### config.mk
export PLATFORM = sky130hd
export DESIGN_NAME = ds3_oh_insert
export DESIGN_NICKNAME = d
export VERILOG_FILES = /design/src/rtl/ds3oh_pkg.sv /design/src/rtl/ds3oh_timing.sv /design/src/rtl/ds3oh_capture.sv /design/src/rtl/ds3oh_merge.sv /design/src/rtl/ds3_oh_insert.sv
export SDC_FILE = /design/constraint.sdc
export NUM_CORES = 1
export LEC_CHECK = 0
export ABC_CLOCK_PERIOD_IN_PS = 2760
export BUFFER_PORTS_ARGS = -buffer_cell sky130_fd_sc_hd__buf_2
export CORE_UTILIZATION = 24
export DETAILED_ROUTE_END_ITERATION = 8
export PLACE_DENSITY = 0.43
export SLEW_MARGIN = 20
export SYNTH_ARGS = -nofsm -noshare
export SYNTH_HDL_FRONTEND = slang
export SYNTH_SLANG_ARGS = --single-unit
export TNS_END_PERCENT = 50
### constraint.sdc
create_clock -name clk -period 2.76 [get_ports clk]
set_input_delay 0.138 -clock clk [delete_from_list [all_inputs] [get_ports clk]]
set_output_delay 0.138 -clock clk [all_outputs]
set_load 0.02 [all_outputs]
### src/rtl/ds3oh_pkg.sv
package ds3oh_pkg;

    localparam int unsigned BLOCK_BITS_DEF   = 85;
    localparam int unsigned SUBFRAMES_DEF    = 7;
    localparam int unsigned SLOTS_PER_SF_DEF = 8;
    localparam int unsigned PAR1_SF          = 2;
    localparam int unsigned PAR2_SF          = 3;

    typedef enum logic [1:0] {
        PH_PAY    = 2'd0,
        PH_STROBE = 2'd1,
        PH_OH     = 2'd2
    } phase_e;

    function automatic logic is_parity_slot(input int unsigned sf, input int unsigned k);
        return (k == 0) && ((sf == PAR1_SF) || (sf == PAR2_SF));
    endfunction

endpackage

### src/rtl/ds3oh_timing.sv
module ds3oh_timing
    import ds3oh_pkg::*;
#(
    parameter int unsigned BLOCK_BITS   = BLOCK_BITS_DEF,
    parameter int unsigned SUBFRAMES    = SUBFRAMES_DEF,
    parameter int unsigned SLOTS_PER_SF = SLOTS_PER_SF_DEF
) (
    input  logic clk,
    input  logic rst_n,
    output logic strobe,
    output logic sof,
    output logic is_oh,
    output logic is_p
);
    localparam int unsigned BW  = $clog2(BLOCK_BITS);
    localparam int unsigned SFW = $clog2(SUBFRAMES);
    localparam int unsigned KW  = $clog2(SLOTS_PER_SF);
    localparam logic [BW-1:0]  BIT_LAST = BW'(BLOCK_BITS - 1);
    localparam logic [BW-1:0]  BIT_PRE  = BW'(BLOCK_BITS - 2);
    localparam logic [SFW-1:0] SF_LAST  = SFW'(SUBFRAMES - 1);
    localparam logic [KW-1:0]  K_LAST   = KW'(SLOTS_PER_SF - 1);

    phase_e         state, nstate;
    logic [BW-1:0]  bit_cnt, nbit;
    logic [SFW-1:0] sf_cnt, nsf;
    logic [KW-1:0]  k_cnt, nk;

    always_ff @(posedge clk) begin
        if (!rst_n) begin
            state   <= PH_STROBE;
            bit_cnt <= BIT_LAST;
            sf_cnt  <= SF_LAST;
            k_cnt   <= K_LAST;
        end else begin
            state   <= nstate;
            bit_cnt <= nbit;
            sf_cnt  <= nsf;
            k_cnt   <= nk;
        end
    end

    always_comb begin
        nstate = state;
        nbit   = bit_cnt;
        nsf    = sf_cnt;
        nk     = k_cnt;
        unique case (state)
            PH_STROBE: begin
                nstate = PH_OH;
                nbit   = '0;
                if (k_cnt == K_LAST) begin
                    nk  = '0;
                    nsf = (sf_cnt == SF_LAST) ? '0 : sf_cnt + 1'b1;
                end else begin
                    nk  = k_cnt + 1'b1;
                end
            end
            PH_OH: begin
                nstate = PH_PAY;
                nbit   = BW'(1);
            end
            PH_PAY: begin
                nbit = bit_cnt + 1'b1;
                if (bit_cnt == BIT_PRE) nstate = PH_STROBE;
            end
            default: nstate = PH_STROBE;
        endcase
    end

    always_comb begin
        strobe = (state == PH_STROBE);
        sof    = strobe && (k_cnt == K_LAST) && (sf_cnt == SF_LAST);
        is_oh  = (state == PH_OH);
        is_p   = is_oh && is_parity_slot(int'(sf_cnt), int'(k_cnt));
    end

    AST_STROBE_SINGLE: assert property (@(posedge clk) disable iff (!rst_n)
        strobe |=> !strobe);
    AST_SOF_WITH_STROBE: assert property (@(posedge clk) disable iff (!rst_n)
        sof |-> strobe);
    AST_OH_AFTER_STROBE: assert property (@(posedge clk) disable iff (!rst_n)
        is_oh |-> $past(strobe));

endmodule

### src/rtl/ds3oh_capture.sv
module ds3oh_capture (
    input  logic clk,
    input  logic rst_n,
    input  logic strobe,
    input  logic ext_en,
    input  logic ext_dat,
    output logic en_q,
    output logic dat_q
);
    always_ff @(posedge clk) begin
        if (!rst_n) begin
            en_q  <= 1'b0;
            dat_q <= 1'b0;
        end else if (strobe) begin
            en_q  <= ext_en;
            dat_q <= ext_dat;
        end
    end

    AST_HOLD_OFF_STROBE: assert property (@(posedge clk) disable iff (!rst_n)
        !strobe |=> ($stable(en_q) && $stable(dat_q)));
    AST_TAKE_AT_STROBE: assert property (@(posedge clk) disable iff (!rst_n)
        strobe |=> (en_q == $past(ext_en)));

endmodule

### src/rtl/ds3oh_merge.sv
module ds3oh_merge (
    input  logic clk,
    input  logic rst_n,
    input  logic in_bit,
    input  logic is_oh,
    input  logic is_p,
    input  logic en_q,
    input  logic dat_q,
    output logic out_bit
);
    logic mixed;

    always_comb begin
        mixed = in_bit;
        if (is_oh && en_q) mixed = is_p ? (in_bit ^ dat_q) : dat_q;
    end

    always_ff @(posedge clk) begin
        if (!rst_n) out_bit <= 1'b0;
        else        out_bit <= mixed;
    end

endmodule

### src/rtl/ds3_oh_insert.sv
module ds3_oh_insert
    import ds3oh_pkg::*;
#(
    parameter int unsigned BLOCK_BITS   = BLOCK_BITS_DEF,
    parameter int unsigned SUBFRAMES    = SUBFRAMES_DEF,
    parameter int unsigned SLOTS_PER_SF = SLOTS_PER_SF_DEF
) (
    input  logic clk,
    input  logic rst_n,
    input  logic tx_in,
    input  logic ext_en,
    input  logic ext_dat,
    output logic oh_clk,
    output logic oh_sof,
    output logic tx_out
);
    logic is_oh, is_p, en_q, dat_q;

    ds3oh_timing #(
        .BLOCK_BITS  (BLOCK_BITS),
        .SUBFRAMES   (SUBFRAMES),
        .SLOTS_PER_SF(SLOTS_PER_SF)
    ) u_timing (
        .clk   (clk),
        .rst_n (rst_n),
        .strobe(oh_clk),
        .sof   (oh_sof),
        .is_oh (is_oh),
        .is_p  (is_p)
    );

    ds3oh_capture u_capture (
        .clk    (clk),
        .rst_n  (rst_n),
        .strobe (oh_clk),
        .ext_en (ext_en),
        .ext_dat(ext_dat),
        .en_q   (en_q),
        .dat_q  (dat_q)
    );

    ds3oh_merge u_merge (
        .clk    (clk),
        .rst_n  (rst_n),
        .in_bit (tx_in),
        .is_oh  (is_oh),
        .is_p   (is_p),
        .en_q   (en_q),
        .dat_q  (dat_q),
        .out_bit(tx_out)
    );

    AST_PAYLOAD_PASS: assert property (@(posedge clk) disable iff (!rst_n)
        !is_oh |=> (tx_out == $past(tx_in)));
    AST_DISABLED_PASS: assert property (@(posedge clk) disable iff (!rst_n)
        (is_oh && !en_q) |=> (tx_out == $past(tx_in)));
    AST_REPLACE: assert property (@(posedge clk) disable iff (!rst_n)
        (is_oh && en_q && !is_p) |=> (tx_out == $past(dat_q)));
    AST_PARITY_MASK: assert property (@(posedge clk) disable iff (!rst_n)
        (is_oh && en_q && is_p) |=> (tx_out == ($past(tx_in) ^ $past(dat_q))));

endmodule

After elaboration in Yosys (flattened, before gate mapping)
Cells that the tools add are included.
{ "classes": {"magnitude_cmp": 0, "muxes": 7, "reduce_logical": 10, "n_addsub": 3, "n_eq_ne": 8, "bitwise_logic": 1, "mul": 0, "shift": 0, "div": 0} }
{ "op_table": {"columns": ["cell", "count"], "rows": [
  ["$pmux 7 s3", 1],
  ["$add 7x1->7 const B", 1],
  ["$eq 7x7->1 const B", 1],
  ["$add 3x1->3 const B", 2],
  ["$eq 3x2->1 const B", 2],
  ["$eq 3x3->1 const B", 2],
  ["$mux 3", 2],
  ["$pmux 2 s3", 1],
  ["$logic_and 1x1->1", 5],
  ["$logic_not 3->1", 1],
  ["$reduce_bool 3->1", 1],
  ["$eq 2x1->1 const B", 1],
  ["$eq 2x2->1 const B", 1],
  ["$logic_not 2->1", 1],
  ["$mux 1", 2],
  ["$mux 2", 1],
  ["$ne 2x1->1 const B", 1],
  ["$reduce_and 2->1", 1],
  ["$logic_or 1x1->1", 1],
  ["$xor 1x1->1", 1]
]} }
{ "totals": {"output_inout_bits": 3, "rom_bits": 0, "mem_bits_rw": 0, "regBits": 18, "n_memories": 0, "word_cells": 36, "latchBits": 0} }

Depth between registers and ports, before layout
{ "logic_depth": {"ltp_word": 6, "depth_mapped": 6, "ltp_nobuf": 5} }

Modules after synthesis
Synthesis repeated with hierarchy kept, for this count alone.
{ "unflattened": {"cells_unflattened": 111, "area_unflattened_um2": 963.4} }
{ "by_module_without_submodules": {"columns": ["mod", "seq_area_each_um2", "cells_per_inst", "area_each_um2", "instances"], "rows": [
  ["ds3oh_timing", 300.3, 98, 838.3, 1],
  ["ds3oh_capture", 40.0, 6, 72.6, 1],
  ["ds3oh_merge", 20.0, 7, 52.6, 1]
]} }

Worst setup path after synthesis
OpenSTA, ideal clock, no wires.
{ "synth_timing": {"path_type": "reg-to-output", "startpoint": "register u_timing.state[1]", "endpoint": "output oh_sof", "t_arrival_ns": 1.334, "stages_incl_launch_ff": 5, "slack_ns": 1.288, "cell_sequence": "dfxtp_1 > inv_1 > ha_1 > nand2_1 > nor3_1"} }
{ "synth_between": {"elab_chain_cells": 3} }
{ "synth_lines": {"columns": ["item", "line_no", "source"], "rows": [
  ["start, declared", "ds3oh_timing.sv:23", "phase_e state, nstate;"],
  ["start signal, assigned", "ds3oh_timing.sv:35", "state <= nstate;"],
  ["$eq 2x1->1", "ds3oh_timing.sv:71", "strobe = (state == PH_STROBE);"],
  ["named net oh_clk", "ds3_oh_insert.sv:13", "output logic oh_clk,"],
  ["$logic_and 1x1->1 (2 in series)", "ds3oh_timing.sv:72", "sof = strobe && (k_cnt == K_LAST) && (sf_cnt == SF_LAST);"],
  ["end, declared", "ds3_oh_insert.sv:14", "output logic oh_sof,"]
]} }
The timed path passes the listed nets, and every way through them passes these cells.

Worst setup path after layout
{ "layout_timing": {"startpoint": "register u_timing.state[1]", "endpoint": "output oh_sof"} }
{ "layout_between": {"elab_chain_cells": 3} }
{ "layout_lines": {"columns": ["item", "line_no"], "rows": [
  ["$eq 2x1->1", "ds3oh_timing.sv:71"],
  ["$logic_and 1x1->1 (2 in series)", "ds3oh_timing.sv:72"]
]} }
No other way between the ends.

==> impl_metrics.csv <==
group,metric,value,unit
timing,fin_crit_sh,0.6794,
clocking,clock_path_buffers,2,
floorplan,core_area,4000,µm²
global_route,grt_pass1_wl,3381,µm
logic_synthesis,syn_area_per_cell,9.183,µm²
power_and_ir_drop,p_clk_frac,0.195,
critical_path,path_buf_inv,2,
global_route,grt-ovfl-total,0,
clocking,numClockSinks,18,
logic_synthesis,synth_cell_types,36,
placement,dp.final_hpwl,1412,µm
power_and_ir_drop,p_leak,0.0004465,µW
critical_path,ff2ff_setup_slack,1.03,ns
critical_path,worstSetupPathDepth,5,
power_and_ir_drop,share_comb_of_total_power,0.422,
final_layout,finalNetCount,129,
logic_synthesis,yosysSeqAreaShare,0.3600,
hold_path,hold_path.class,"input pin to flip-flop",
drt,ant_nets,0,
hold_path,whs_endpoint,"u_merge.out_bit",
timing,max_freq,533.3,MHz
drt,drt_iter0_drc,45,
drt,finalWirelength,1978,µm
timing,tightest_slew,0.4711,ns
timing,setup_viol,0,
critical_path,cpPeakStageDelay,0.43,ns
clocking,cts-root-buf,"clkbuf_8",
clocking,cts_setup_buffers,0,
critical_path,cp_data_arrival_time,1.74,ns
critical_path,crit_chain,"inv_1 -> ha_1 -> nand2_1 -> nor3_1 -> buf_2",
clocking,cts_hold_buf,0,
critical_path,critPathSlowestCell,"ha_1",
drt,wl_per_cell,11.99,µm
clocking,htreeDepth,1,
logic_synthesis,synth_edf_count,0,
final_layout,drive_gt1_frac,0.1130,
critical_path,r2r-start,"u_timing.state[1]",
drt,num_vias,804,
global_route,grt_max_degree,27,
drt,via_per_inst,4.873,
logic_synthesis,synth_nets,122,
global_route,grt_use_total,0.1035,
clocking,path_clk_slew,0.07,ns
final_layout,antenna_cells,0,
timing,slew_headroom,0.6859,
placement,gp_congestion,0.6908,
power_and_ir_drop,power.density,1006,nW/µm²
clocking,cts-resized-gates,0,
drt,drc,0,
logic_synthesis,ys.warnings.count,0,
floorplan,start_util,0.2502,
floorplan,boundaryPins,8,
status,run_status,"complete, no violations",
floorplan,die-area,4433,µm²
timing,rsz0062_at_grt,"no",
critical_path,startpoint,"u_timing.state[1]",
power_and_ir_drop,p_int,682.2,µW
critical_path,critPathTopFamily,"adder cells",
critical_path,cp_max_fo,12,
floorplan,dieHeight,66.58,µm
critical_path,critPathLaunchType,"flip-flop",
timing,hold_viol_final,0,
drt,dr.pass1.iters,4,
logic_synthesis,yosys_register_bits,18,
floorplan,die_x,66.58,µm
logic_synthesis,ys.flop_type,"dfxtp_1",
clocking,cts_buffers,3,
final_layout,area_delta_synth_final,12.13,%
critical_path,path_class,"flip-flop to primary output",
power_and_ir_drop,p_total,1129,µW
critical_path,cp-end-kind,"primary output",
global_route,antenna_found_initial,0,
hold_path,worstHoldPathCells,2,
power_and_ir_drop,ir_drop,259.0,µV
hold_path,min-delay-start,"tx_in",
critical_path,worstReg2RegEnd,"u_timing.sf_cnt[0]",
global_route,grt_pass1_vias,748,
clocking,clk_latency,0.26,ns
logic_synthesis,synthArstFlopShare,0,
placement,place.port_buffers,7,
timing,finalSetupTns,0,ns
power_and_ir_drop,p_seq_frac,0.383,
timing,fin_crit,1.875,ns
clocking,cts_tree,"built",
power_and_ir_drop,switchingPower,446.7,µW
flow_run,cap_violations,0,
logic_synthesis,syn_area,1001,µm²
floorplan,rows,23,
power_and_ir_drop,swShare,0.3957,
critical_path,reg2regPathDepth,5,
timing,drv_slew,0,
logic_synthesis,syn_inst,109,
critical_path,crit_required,2.62,ns
timing,finClkSkew,0.0005859,ns
through the flow:
step	utilization	instances	area (µm²)	hold slack, ns	setup slack [ns]
floorplan	-	109	1001	0.2908	1.288
global placement	0.2668	161	1067	0.4067	1.158
detailed placement	0.2668	161	1067	0.4089	1.022
CTS	0.2806	165	1122	0.1360	0.8749
global route	0.2806	165	1122	0.1338	0.6902
finish	0.2806	165	1122	0.1410	0.8849
power by group through the flow:
stage | sequential (µW) | combinational, µW | clock, µW
finish | 433 | 476 | 220
global route | 448 | 549 | 243
CTS | 433 | 482 | 229
detailed placement | 439 | 480 | 0
global placement | 434 | 477 | 0
floorplan | 416 | 407 | 0
routing by layer:
metal	track usage	routed length, µm	up-vias
met5	0	0	-
met4	0.03989	31	0
met3	0.03596	93	4
met2	0.1616	872	13
met1	0.1290	980	372
li1	-	-	415
cells in the final DEF, fill, tap and decap left out, types with 4 or more instances in the layout:
master     n
a21oi_1    4
buf_2      7
clkbuf_8   4
dfxtp_1   18
ha_1       8
inv_1      7
nand2_1    9
nand4_1    6
nor2b_1    4
o21ai_0    7
how the worst max path moves through the flow:
stage	end	slack, ns
2_1_floorplan	oh_sof	1.29
3_3_place_gp	u_timing.sf_cnt[0]	1.16
3_5_place_dp	u_timing.sf_cnt[0]	1.02
4_1_cts	oh_sof	0.87
5_1_grt	oh_sof	0.69
6_report	oh_sof	0.88
layout make-up:
class	count	area [µm²]
clock buffers	4	55.05
flip-flops and latches	18	360.3
multi-input cells	79	583.1
fillers	430	2878
repair buffers	7	35.03
well taps	50	62.56
inverters	7	26.28
sequential cells by signal (all words and copies together), names as in the netlist:
signal,count
u_capture.dat_q,1
u_merge.out_bit,1
u_timing.sf_cnt,3
u_capture.en_q,1
u_timing.state,2
u_timing.bit_cnt,7
u_timing.k_cnt,3
worst register-to-register path, delay by kind of cell (launching register included):
| family | cells | cell delay (ns) |
|---|---|---|
| and+or+nand+nor | 2 | 0.62 |
| adders and majority gates | 1 | 0.43 |
| DFF | 1 | 0.36 |
| buffers and inverters | 1 | 0.09 |
| AOI/OAI and AO/OA | 1 | 0.16 |
Yosys cell counts, types with 2 or more instances:
| master | count | area (µm²) |
|---|---|---|
| or3_1 | 2 | 12.51 |
| o211ai_1 | 2 | 15.01 |
| nand4_1 | 6 | 37.54 |
| nand2b_1 | 3 | 18.77 |
| nor2b_1 | 4 | 25.02 |
| o221ai_1 | 2 | 17.52 |
| mux2i_1 | 3 | 30.03 |
| buf_2 | 4 | 20.02 |
| and2_1 | 2 | 12.51 |
| o21ai_0 | 7 | 35.03 |
| nor2_1 | 2 | 7.510 |
| a21boi_0 | 2 | 15.01 |
| dfxtp_1 | 18 | 360.4 |
| inv_1 | 7 | 26.28 |
| nand3b_1 | 3 | 22.52 |
| nand2_1 | 9 | 33.78 |
| o311ai_0 | 2 | 17.52 |
| a21oi_1 | 4 | 20.02 |
| ha_1 | 8 | 100.1 |
| nand3_1 | 3 | 15.01 |
cells by family after synthesis:
| kind of cell | Yosys count | share of synthesized area |
|---|---|---|
| fa+ha+maj | 8 | 0.1000 |
| mux | 3 | 0.03000 |
| flops | 18 | 0.3600 |
| buf+inv | 12 | 0.05750 |
| compound gates | 25 | 0.1700 |
| simple gates | 43 | 0.2825 |
No activity file was read; power rests on OpenSTA's default activity.
